===== src/rtl/otp_fuse_cell.sv =====
module otp_fuse_cell #(
   parameter int unsigned T_MIN = 4,
   parameter int unsigned T_MAX = 10,
   parameter int unsigned CW    = 4
) (
   input  logic          clk,
   input  logic          por_n,
   input  logic          burn_hit,
   input  logic          rst_burn_hit,
   output logic          blown_o,
   output logic          indet_o,
   output logic          over_o,
   output logic [CW-1:0] acc_o
);

   localparam logic [CW-1:0] BLOW_AT = CW'(T_MIN - 1);
   localparam logic [CW-1:0] OVER_AT = CW'(T_MAX);
   localparam logic [CW-1:0] SAT_AT  = CW'(T_MAX + 1);

   logic [CW-1:0] acc_q;
   logic          blown_q;
   logic          indet_q;

   always_ff @(posedge clk or negedge por_n) begin
      if (!por_n) begin
         acc_q   <= '0;
         blown_q <= 1'b0;
         indet_q <= 1'b0;
      end else begin
         if (burn_hit) begin
            if (acc_q < SAT_AT) begin
               acc_q <= acc_q + 1'b1;
            end
            if (acc_q >= BLOW_AT) begin
               blown_q <= 1'b1;
            end
         end
         if (rst_burn_hit) begin
            indet_q <= 1'b1;
         end
      end
   end

   assign blown_o = blown_q;
   assign indet_o = indet_q;
   assign over_o  = burn_hit && (acc_q >= OVER_AT);
   assign acc_o   = acc_q;

endmodule


===== config.mk =====
export PLATFORM = sky130hd
export DESIGN_NAME = otp_fuse_cell
export DESIGN_NICKNAME = d
export VERILOG_FILES = /design/src/rtl/otp_fuse_cell.sv
export SDC_FILE = /design/constraint.sdc
export NUM_CORES = 1
export LEC_CHECK = 0
export ABC_AREA = 0
export BUFFER_PORTS_ARGS = -buffer_cell sky130_fd_sc_hd__buf_4
export CORE_AREA = 8 8 45 47
export CTS_CLUSTER_SIZE = 20
export DETAILED_ROUTE_END_ITERATION = 10
export DIE_AREA = 0 0 53 55
export SYNTH_ARGS = -nofsm -noshare
export SYNTH_HDL_FRONTEND = slang
export SYNTH_SLANG_ARGS = --single-unit

===== constraint.sdc =====
create_clock -name clk -period 1.25 [get_ports clk]
set_input_delay 0.25 -clock clk [delete_from_list [all_inputs] [get_ports clk]]
set_output_delay 0.25 -clock clk [all_outputs]
set_load 0.01 [all_outputs]

==> metrics.md <==
| Metric | Value |
|---|---|
| Status | `finished with violations` |
| Failing checks | `setup timing` |
| DRT antenna net count | `0` |
| Leakage | `approximately 0.21 nW` |
| Post-synthesis register bit count | `6` |
| R2r setup slk | `-0.07 ns` |
| Core area | `between 1000 and 1500 um2` |
| Hold Path Origin | `rst_burn_hit` |
| Setup crit end kind | `output port` |
| Top delay family on crit path | `flip-flops` |
| Area occupied by multi-input gates | `between 150 and 200 um2` |
| Period utilization | `1.21` |
| Drt initial violations | `6` |
| Routed vias/inst | `4.31` |
| Worst-Margin Slew | `~0.29 ns` |
| Minimum clock period | `1.51 ns` |
| Yosys top cell by area | `dfrtp_1` |
| Final Hold Viols | `0` |
| Synth top area cells | `dfrtp_1 (56%), ha_1 (9.3%), a41o_2 (4.2%), o311a_2 (4.2%), o21ai_2 (3.2%)` |
| Slew margin rel. | `0.808` |
| Clock Sink Count | `6` |
| Min-delay worst type | `input pin to flip-flop` |
| Die Area | `roughly 2900 um2` |
| Fmax | `664 MHz` |
| Worst r2r path cells | `6` |
| DRT Pass-1 Iters | `3` |
| DP Area | `between 300 and 400 um2` |
| Clock Skew | `0.00635 ns` |
| Sequential Area | `approximately 150 um2` |
| Worst path most repeated cell | `buf_6` |
| Crit path required time | `1.00 ns` |
| Synth top area share | `0.556` |
| TritonCTS clock tree | `yes` |
| Final Total Pwr | `between 1 and 1.5 mW` |
| Hold path cells | `2` |
| Post-layout util | `0.365` |
| RSZ-0062 raised after global routing | `yes` |
| Std-Cell Rows | `14` |
| Routed WL per cell | `12.8 um` |
| I/O pins | `11` |
| Via count | `254` |
| Max-cap violation count | `0` |
| CP Data Arrival Time | `around 1.3 ns` |
| Final setup violation count | `4` |
| Worst skew pair latency | `approximately 0.25 ns` |
| Most common cell after layout, fill and taps aside | `buf_4` |
| R2R Path End | `acc_o[0]` |
| Fraction of layout cells with a size suffix above 1 | `0.698` |
| Num CTS Buffers | `3` |
| Yosys warning total | `0` |
| Synth Area per Inst | `approximately 12 um2` |
| Final slew viol count | `0` |
| DIE HEIGHT | `approximately 55 um` |
| Worst r2r src | `acc_o[1]` |
| Crit Path Max Fanout | `3` |
| Initial Utilization | `0.195` |
| P&R area growth vs syn | `87.0%` |
| Nets@finish | `50` |
| Crit Path Class | `flip-flop to output port` |
| Total wire length | `approximately 760 um` |
| Worst Path Buf+Inv | `2` |
| Peak supply drop | `just under 0.001 V` |
| Commonest cells after routing, fill and taps aside | `buf_4 (13), dfrtp_1 (5), clkbuf_4 (3), buf_6 (3), nand2_2 (2)` |
| Net Count, Synth | `28` |
| Fill count | `141` |
| Initial antenna violation count | `0` |
| Synth Cell Area | `around 270 um2` |
| Gr ovfl total | `0` |
| Root Driver | `clkbuf_4` |
| Post-route cell area | `just over 500 um2` |
| Buffers on Ports | `10` |
| First-pass GRT wire length | `about 1400 um` |
| Worst path slowest cell | `dfrtp_1` |
| Gr usage total | `0.0702` |
| Pin count of the biggest net entering global routing | `8` |
| Post-synthesis cell count | `22` |
| CTS clk-pin slew, worst paths | `approximately 0.05 ns` |
| Setup WS pre-CTS | `-0.0658 ns` |
| # DRC | `0` |
| Clock Path Buffers | `2` |
| RD Place Congestion | `between 0.6 and 0.7` |
| CP Launch Type | `flip-flop` |
| Max incr delay on CP | `about 0.39 ns` |
| Setup ws final | `-0.257 ns` |
| Vias in the first global route | `about 300` |
| Min-Delay Endpoint | `indet_o` |
| Power Dens Cells | `between 2000 and 2500 nW/um2` |
| Crit path depth | `3` |
| Number of library cell types mapped by synthesis | `15` |
| Worst path cell trace | `buf_6 -> o311a_4 -> buf_6` |
| Chip width | `53 um` |
| Post-synthesis sequential area ratio | `0.556` |
| ANT cells | `0` |
| DP Wirelength | `between 400 and 500 um` |
| H-tree Lvls | `1` |
## per-stage QoR
step                hold slack (ns)  TNS [ns]  cells
global placement             0.0626   -0.0602     52
detailed placement           0.0636   -0.0826     52
finish                        0.192    -0.484     59
global route                  0.195    -0.720     59
floorplan                   -0.0456         0     22
CTS                           0.186    -0.578     59
## repair_timing
action / in CTS / in global routing
endpoints found under the hold margin: 6 / 0
buffers inserted: 2 / 1
hold buffers: 1 / 0
endpoints found under the setup margin: 2 / 6
gates resized for setup: 6 / 6
pin swaps: 5 / 6
## metal layers
layer,vias to the layer above,GRT usage,share of wire
met1,117,0.0783,0.45
met4,0,0.0388,0.017
met5,-,0,0
met2,15,0.0840,0.38
met3,2,0.0668,0.16
li1,120,-,-
## worst max path at each step
stage                        start     end  slack [ns]
final                     acc_o[1]  over_o       -0.26
after global routing      acc_o[1]  over_o       -0.30
after CTS                 acc_o[1]  over_o       -0.30
after detailed placement  acc_o[1]  over_o       -0.07
after global placement    acc_o[1]  over_o       -0.05
after floorplan           acc_o[0]  over_o        0.02
## cell families after synthesis
kind of cell / count (synthesis) / synth area share
AO/OA/AOI/OAI: 6 / 0.185
buffers and inverters: 1 / 0.0139
XOR/XNOR: 2 / 0.0648
adder cells (fa/ha/maj): 2 / 0.0926
AND/OR/NAND/NOR: 5 / 0.0880
flip-flops: 6 / 0.556
## area by class of cell
type,instances,share of cell area
Multi-Input combinational cell,15,0.322
Clock buffer,4,0.0520
Inverter,1,0.00743
Tap cell,16,0.0396
Sequential cell,6,0.300
Timing Repair Buffer,17,0.280
## sequential cells by signal (all words and copies together) (netlist names)
name     cells
acc_o        4
blown_o      1
indet_o      1
## synth_stat cells, drive strengths merged
cell	number
nor2	1
a31oi	1
nand2b	1
o21ai	1
xor2	1
o311a	1
o31ai	1
ha	2
a21oi	1
or2	1
inv	1
dfrtp	6
xnor2	1
a41o	1
nand2	2
## power by group
part | leakage [nW] | internal [mW] | switching (mW)
clock | 0.0150 | 0.121 | 0.0789
combinational | 0.136 | 0.404 | 0.318
sequential | 0.0600 | 0.259 | 0.0555
total | 0.211 | 0.784 | 0.452
No activity file was read; power rests on OpenSTA's default activity.
